File: src/rtl/secreg_pkg.sv
package secreg_pkg;
  localparam int unsigned SZ_W = 8;
  localparam logic [31:0] MAIN_BASE = 32'h0800_0000;
  localparam logic [1:0]  LVL_OPEN = 2'd0;
  localparam logic [1:0]  LVL_READ = 2'd1;
endpackage

File: src/rtl/secreg_bank_cfg.sv
module secreg_bank_cfg #(
  parameter int unsigned SIZE_W = secreg_pkg::SZ_W
) (
  input  logic              clk_i,
  input  logic              rst_ni,
  input  logic              prot_open_i,
  input  logic              size_we_i,
  input  logic [SIZE_W-1:0] size_wdata_i,
  input  logic              lock_set_i,
  output logic [SIZE_W-1:0] size_o,
  output logic              lock_o
);
  always_ff @(posedge clk_i or negedge rst_ni) begin
    if (!rst_ni) begin
      size_o <= '0;
      lock_o <= 1'b0;
    end else begin
      if (size_we_i && prot_open_i) size_o <= size_wdata_i;
      if (lock_set_i) lock_o <= 1'b1;  // set only; reset is the sole clear
    end
  end
endmodule

File: src/rtl/secreg_addr_match.sv
module secreg_addr_match #(
  parameter int unsigned ADDR_W    = 32,
  parameter int unsigned SIZE_W    = secreg_pkg::SZ_W,
  parameter int unsigned PAGE_LOG2 = 11,
  parameter int unsigned BANK_LOG2 = 18,
  parameter logic [ADDR_W-1:0] BASE = '0
) (
  input  logic [ADDR_W-1:0] addr_i,
  input  logic [SIZE_W-1:0] size_i,
  output logic              hit_o
);
  logic [ADDR_W-1:0] offset;
  logic [ADDR_W-1:0] page;
  logic              in_bank;

  always_comb begin
    offset  = addr_i - BASE;               // wraps high when below base
    in_bank = (offset >> BANK_LOG2) == '0;
    page    = offset >> PAGE_LOG2;
    hit_o   = in_bank && (page < ADDR_W'(size_i));
  end
endmodule

File: src/rtl/secreg_wipe_detect.sv
module secreg_wipe_detect #(
  parameter int unsigned NUM_BANKS = 2
) (
  input  logic                 clk_i,
  input  logic                 rst_ni,
  input  logic [1:0]           lvl_i,
  input  logic [NUM_BANKS-1:0] size_nz_i,
  output logic [NUM_BANKS-1:0] wipe_o
);
  import secreg_pkg::*;
  logic [1:0] lvl_q;
  logic       regress;

  assign regress = (lvl_q == LVL_READ) && (lvl_i == LVL_OPEN);

  always_ff @(posedge clk_i or negedge rst_ni) begin
    if (!rst_ni) begin
      lvl_q  <= LVL_OPEN;
      wipe_o <= '0;
    end else begin
      lvl_q  <= lvl_i;
      wipe_o <= regress ? size_nz_i : '0;
    end
  end
endmodule

File: src/rtl/secreg_guard.sv
module secreg_guard #(
  parameter int unsigned NUM_BANKS = 2,
  parameter int unsigned ADDR_W    = 32,
  parameter int unsigned SIZE_W    = secreg_pkg::SZ_W,
  parameter int unsigned PAGE_LOG2 = 11,
  parameter int unsigned BANK_LOG2 = 18,
  parameter logic [ADDR_W-1:0] FLASH_BASE = ADDR_W'(secreg_pkg::MAIN_BASE)
) (
  input  logic                          clk_i,
  input  logic                          rst_ni,
  input  logic [1:0]                    prot_lvl_i,
  input  logic [NUM_BANKS-1:0]          size_we_i,
  input  logic [SIZE_W-1:0]             size_wdata_i,
  input  logic                          lock_we_i,
  input  logic [NUM_BANKS-1:0]          lock_wdata_i,
  output logic [NUM_BANKS*SIZE_W-1:0]   size_o,
  output logic [NUM_BANKS-1:0]          lock_o,
  input  logic                          acc_valid_i,
  input  logic [ADDR_W-1:0]             acc_addr_i,
  output logic                          acc_ok_o,
  output logic                          acc_err_o,
  output logic [NUM_BANKS-1:0]          wipe_o
);
  import secreg_pkg::*;

  localparam logic [ADDR_W-1:0] BANK_BYTES = ADDR_W'(1) << BANK_LOG2;

  logic                 prot_open;
  logic [NUM_BANKS-1:0] hit;
  logic [NUM_BANKS-1:0] size_nz;
  logic                 blocked;

  assign prot_open = (prot_lvl_i == LVL_OPEN);

  for (genvar b = 0; b < NUM_BANKS; b++) begin : g_bank
    localparam logic [ADDR_W-1:0] BANK_BASE = FLASH_BASE + ADDR_W'(b) * BANK_BYTES;

    secreg_bank_cfg #(.SIZE_W(SIZE_W)) u_cfg (
      .clk_i        (clk_i),
      .rst_ni       (rst_ni),
      .prot_open_i  (prot_open),
      .size_we_i    (size_we_i[b]),
      .size_wdata_i (size_wdata_i),
      .lock_set_i   (lock_we_i && lock_wdata_i[b]),
      .size_o       (size_o[b*SIZE_W +: SIZE_W]),
      .lock_o       (lock_o[b])
    );

    secreg_addr_match #(
      .ADDR_W    (ADDR_W),
      .SIZE_W    (SIZE_W),
      .PAGE_LOG2 (PAGE_LOG2),
      .BANK_LOG2 (BANK_LOG2),
      .BASE      (BANK_BASE)
    ) u_match (
      .addr_i (acc_addr_i),
      .size_i (size_o[b*SIZE_W +: SIZE_W]),
      .hit_o  (hit[b])
    );

    assign size_nz[b] = |size_o[b*SIZE_W +: SIZE_W];
  end

  secreg_wipe_detect #(.NUM_BANKS(NUM_BANKS)) u_wipe (
    .clk_i     (clk_i),
    .rst_ni    (rst_ni),
    .lvl_i     (prot_lvl_i),
    .size_nz_i (size_nz),
    .wipe_o    (wipe_o)
  );

  assign blocked   = |(hit & lock_o);
  assign acc_err_o = acc_valid_i && blocked;
  assign acc_ok_o  = acc_valid_i && !blocked;
endmodule

File: config.mk
export PLATFORM = sky130hd
export DESIGN_NAME = secreg_guard
export DESIGN_NICKNAME = d
export VERILOG_FILES = /design/src/rtl/secreg_pkg.sv /design/src/rtl/secreg_bank_cfg.sv /design/src/rtl/secreg_addr_match.sv /design/src/rtl/secreg_wipe_detect.sv /design/src/rtl/secreg_guard.sv
export SDC_FILE = /design/constraint.sdc
export NUM_CORES = 1
export LEC_CHECK = 0
export ABC_CLOCK_PERIOD_IN_PS = 3150
export BUFFER_PORTS_ARGS = -buffer_cell sky130_fd_sc_hd__clkbuf_2
export CORE_MARGIN = 3
export CORE_UTILIZATION = 30
export CTS_CLUSTER_DIAMETER = 100
export DETAILED_ROUTE_END_ITERATION = 6
export PLACE_DENSITY = 0.68
export SYNTH_ARGS = -nofsm -noshare
export SYNTH_HDL_FRONTEND = slang
export SYNTH_HIERARCHICAL = 1
export SYNTH_SLANG_ARGS = --single-unit
File: constraint.sdc
create_clock -name clk_i -period 3.15 [get_ports clk_i]
set_input_delay 0 -clock clk_i [delete_from_list [all_inputs] [get_ports clk_i]]
set_output_delay 0 -clock clk_i [all_outputs]
set_load 0.02 [all_outputs]
==> impl_metrics.json <==
{
  "outcome": "finished clean",
  "critPathCaptureType": "output pin",
  "power.density_mw_per_mm2": 455,
  "rsz0062_at_grt": "no",
  "fin_setup_tns_ps": 0,
  "numPortBuffers": 60,
  "routabilityCongestion": 0.811,
  "synthCells": 138,
  "cts.htree.levels": 1,
  "grt.total_usage": 0.127,
  "dpl_cell_area_mm2": 0.00186,
  "first_iter_violations": 35,
  "tritoncts": "done",
  "pre_cts_slack_ps": 1070,
  "p_leak_nw": 1.00,
  "start_util": 0.325,
  "slowest_delay_ps": 410,
  "fmax_mhz": 427,
  "synth.distinct_cells": 34,
  "vdd_ir_drop_max_v": 0.000503,
  "max_slew_margin": 0.645,
  "grt_pass1_wl_um": 6090,
  "clock_sink_count": 22,
  "internal_power_mw": 0.629,
  "critical_path_depth": 9,
  "pwr-share-clk": 0.278,
  "synth_seq_cells": 22,
  "fin_skew_ps": 4.16,
  "die_w_um": 76.1,
  "viasPerCell": 4.63,
  "vias": 1288,
  "die_h_um": 76.1,
  "drive_gt1_frac": 0.432,
  "drc_errors": 0,
  "nets": 281,
  "power_frac_seq": 0.397,
  "crit_chain": "inv_1, ha_1, a21oi_1, nand4_1, a2111oi_2, nor4b_2, a22oi_2, and2_1, clkbuf_2",
  "hold_path_class": "input port to flop",
  "ctsResizeCount": 0,
  "ys_seq_area_frac": 0.373,
  "post-route-min-period_ps": 2340,
  "wire_per_inst_um": 12.6,
  "netlist_area_mm2": 0.00148,
  "grt_max_degree": 23,
  "maxSlewViolCount": 0,
  "root_buffer": "clkbuf_8",
  "worst_setup_path_start_kind": "flop",
  "critPathTopFamily": "simple AND/OR/NAND/NOR gates",
  "die_area_mm2": 0.00579,
  "cap_violations": 0,
  "postCtsSetupBuffers": 0,
  "path_max_fanout": 4,
  "critPathKind": "flop to output pin",
  "first_global_vias": 1305,
  "clk_path_buf_depth": 2,
  "synth_warnings": 6,
  "worst_slew_pin_slew_ps": 532,
  "antenna_found_initial": 0,
  "avgSynthCellArea_um2": 10.7,
  "required_ps": 3150,
  "drt_wl_total_um": 3510,
  "fp.coreArea_mm2": 0.00453,
  "min_path_cells": 3,
  "antenna-diode-count": 0,
  "area_growth_pct": 38.2,
  "p_sw_frac": 0.321,
  "critPathBufInv": 2,
  "cp.arrival_ps": 2340,
  "cts_buffers": 3,
  "layout_worst_path_cycle_share": 0.744,
  "combPwrFrac": 0.326,
  "syn_nets": 205,
  "grt-ovfl-total": 0,
  "drtPass1Iterations": 4,
  "rows": 24,
  "worst_slack_ps": 808,
  "slowest_stage": "dfrtp_1",
  "ctsHoldBuffers": 11,
  "stdcell_area_mm2": 0.00204,
  "hold_viol_final": 0,
  "reg2reg_depth": 3,
  "hpwl_um": 3010,
  "finalSetupViolCount": 0,
  "power.switching_mw": 0.298,
  "postRouteAntennaNets": 0,
  "clkLatencyLatePin_ps": 260,
  "io_pins": 72,
  "clkTransAtPathRegs_ps": 70
}
-- state kept, by name, indices dropped and copies added, names as in the netlist --
register             flops
g_bank.u_cfg/size_o     16
u_wipe/wipe_o            2
u_wipe/lvl_q             2
g_bank.u_cfg/lock_o      2
-- synthesized netlist by cell type --
master     instances  area share
a2111oi_2          2       0.020
a211o_1            2       0.012
a21o_1             1      0.0051
a21oi_1            6       0.020
a21oi_2            1      0.0059
a22oi_2            1      0.0085
a31oi_1            1      0.0042
and2_1             6       0.025
and4_1             1      0.0059
and4b_1            1      0.0068
and4bb_2           1      0.0085
dfrtp_1           22        0.37
ha_1              17        0.14
inv_1             20       0.051
mux2_2            16        0.12
mux2i_1            1      0.0068
nand2_1            4       0.010
nand2_2            2      0.0085
nand2b_1           1      0.0042
nand3_1            2      0.0068
nand4_1            4       0.017
nor2_1             4       0.010
nor2b_1            1      0.0042
nor3_1             1      0.0034
nor4_1             7       0.030
nor4_4             1       0.014
nor4b_2            2       0.020
o211ai_1           1      0.0051
o21ai_0            1      0.0034
o31ai_1            1      0.0051
or2_2              2      0.0085
or3_1              1      0.0042
or4b_1             1      0.0068
xnor2_1            3       0.018
-- stage by stage --
step,power [mW],hold slack [ps],utilization,std cells
after floorplan,0.546,-296,-,138
after global placement,0.662,-1.41,0.409,263
final,0.927,29.0,0.450,278
after CTS,0.939,26.9,0.450,278
after global routing,0.992,39.0,0.450,278
after detailed placement,0.669,5.18,0.409,263
-- cell families (layout without fill, tap and decap cells) --
family	Yosys count	after routing	synth area share
XOR/XNOR	3	3	0.0178
buffers and inverters	20	95	0.0509
AND/OR/NAND/NOR	42	42	0.195
flip-flops	22	22	0.373
adder cells (fa/ha/maj)	17	17	0.144
multiplexers	17	17	0.129
AO/OA/AOI/OAI	17	17	0.0899
-- worst register-to-register path, delay by kind of cell, from the launching register on --
family	cells	cell delay (ps)
flops	1	410
simple gates	3	600
-- layer usage --
metal  vias up  wire length (µm)  GRT usage
met2        31              1770      0.217
met4         0                19     0.0272
met1       598              1540      0.162
met3         2               183     0.0343
met5         -                 0          0
li1        657                 -          -
-- area by class of cell --
type	instances	area (µm²)
tap	65	81.3
multi-input combinational	96	850
clock inverter	1	30.0
clock buffer	3	41.3
sequential	22	551
timing repair buffer	71	410
inverter	20	75.1
fill	434	2500
-- cells in the final DEF (no fill, tap or decap), types with 4 or more instances in the layout --
cell type,netlist,routed
clkbuf_2,0,60
dfrtp_1,22,22
inv_1,20,20
ha_1,17,17
mux2_2,16,16
dlygate4sd3_1,0,11
nor4_1,7,7
and2_1,6,6
a21oi_1,6,6
nor2_1,4,4
nand2_1,4,4
nand4_1,4,4
-- path summary, 6_finish.rpt --
check / endpoint / from / slack (ps)
max in group asynchronous: g_bank[0].u_cfg/size_o[6] / rst_ni / 2540
max: acc_ok_o / g_bank[1].u_cfg/size_o[7] / 810
min in group asynchronous: g_bank[0].u_cfg/size_o[3] / rst_ni / 250
min: g_bank[1].u_cfg/lock_o / lock_wdata_i[1] / 30
min reg2reg: g_bank[0].u_cfg/lock_o / g_bank[0].u_cfg/lock_o / 520
max reg2reg: u_wipe/wipe_o[1] / g_bank[1].u_cfg/size_o[1] / 2040
-- power by group through the flow --
| stage | Combinational (mW) | Clock, mW | Sequential [mW] |
|---|---|---|---|
| 2_1_floorplan | 0.134 | 0 | 0.412 |
| 3_3_place_gp | 0.287 | 0 | 0.374 |
| 3_5_place_dp | 0.295 | 0 | 0.374 |
| 4_1_cts | 0.307 | 0.264 | 0.368 |
| 5_1_grt | 0.341 | 0.275 | 0.376 |
| 6_report | 0.302 | 0.257 | 0.368 |
(Power assumes the default switching activity.)
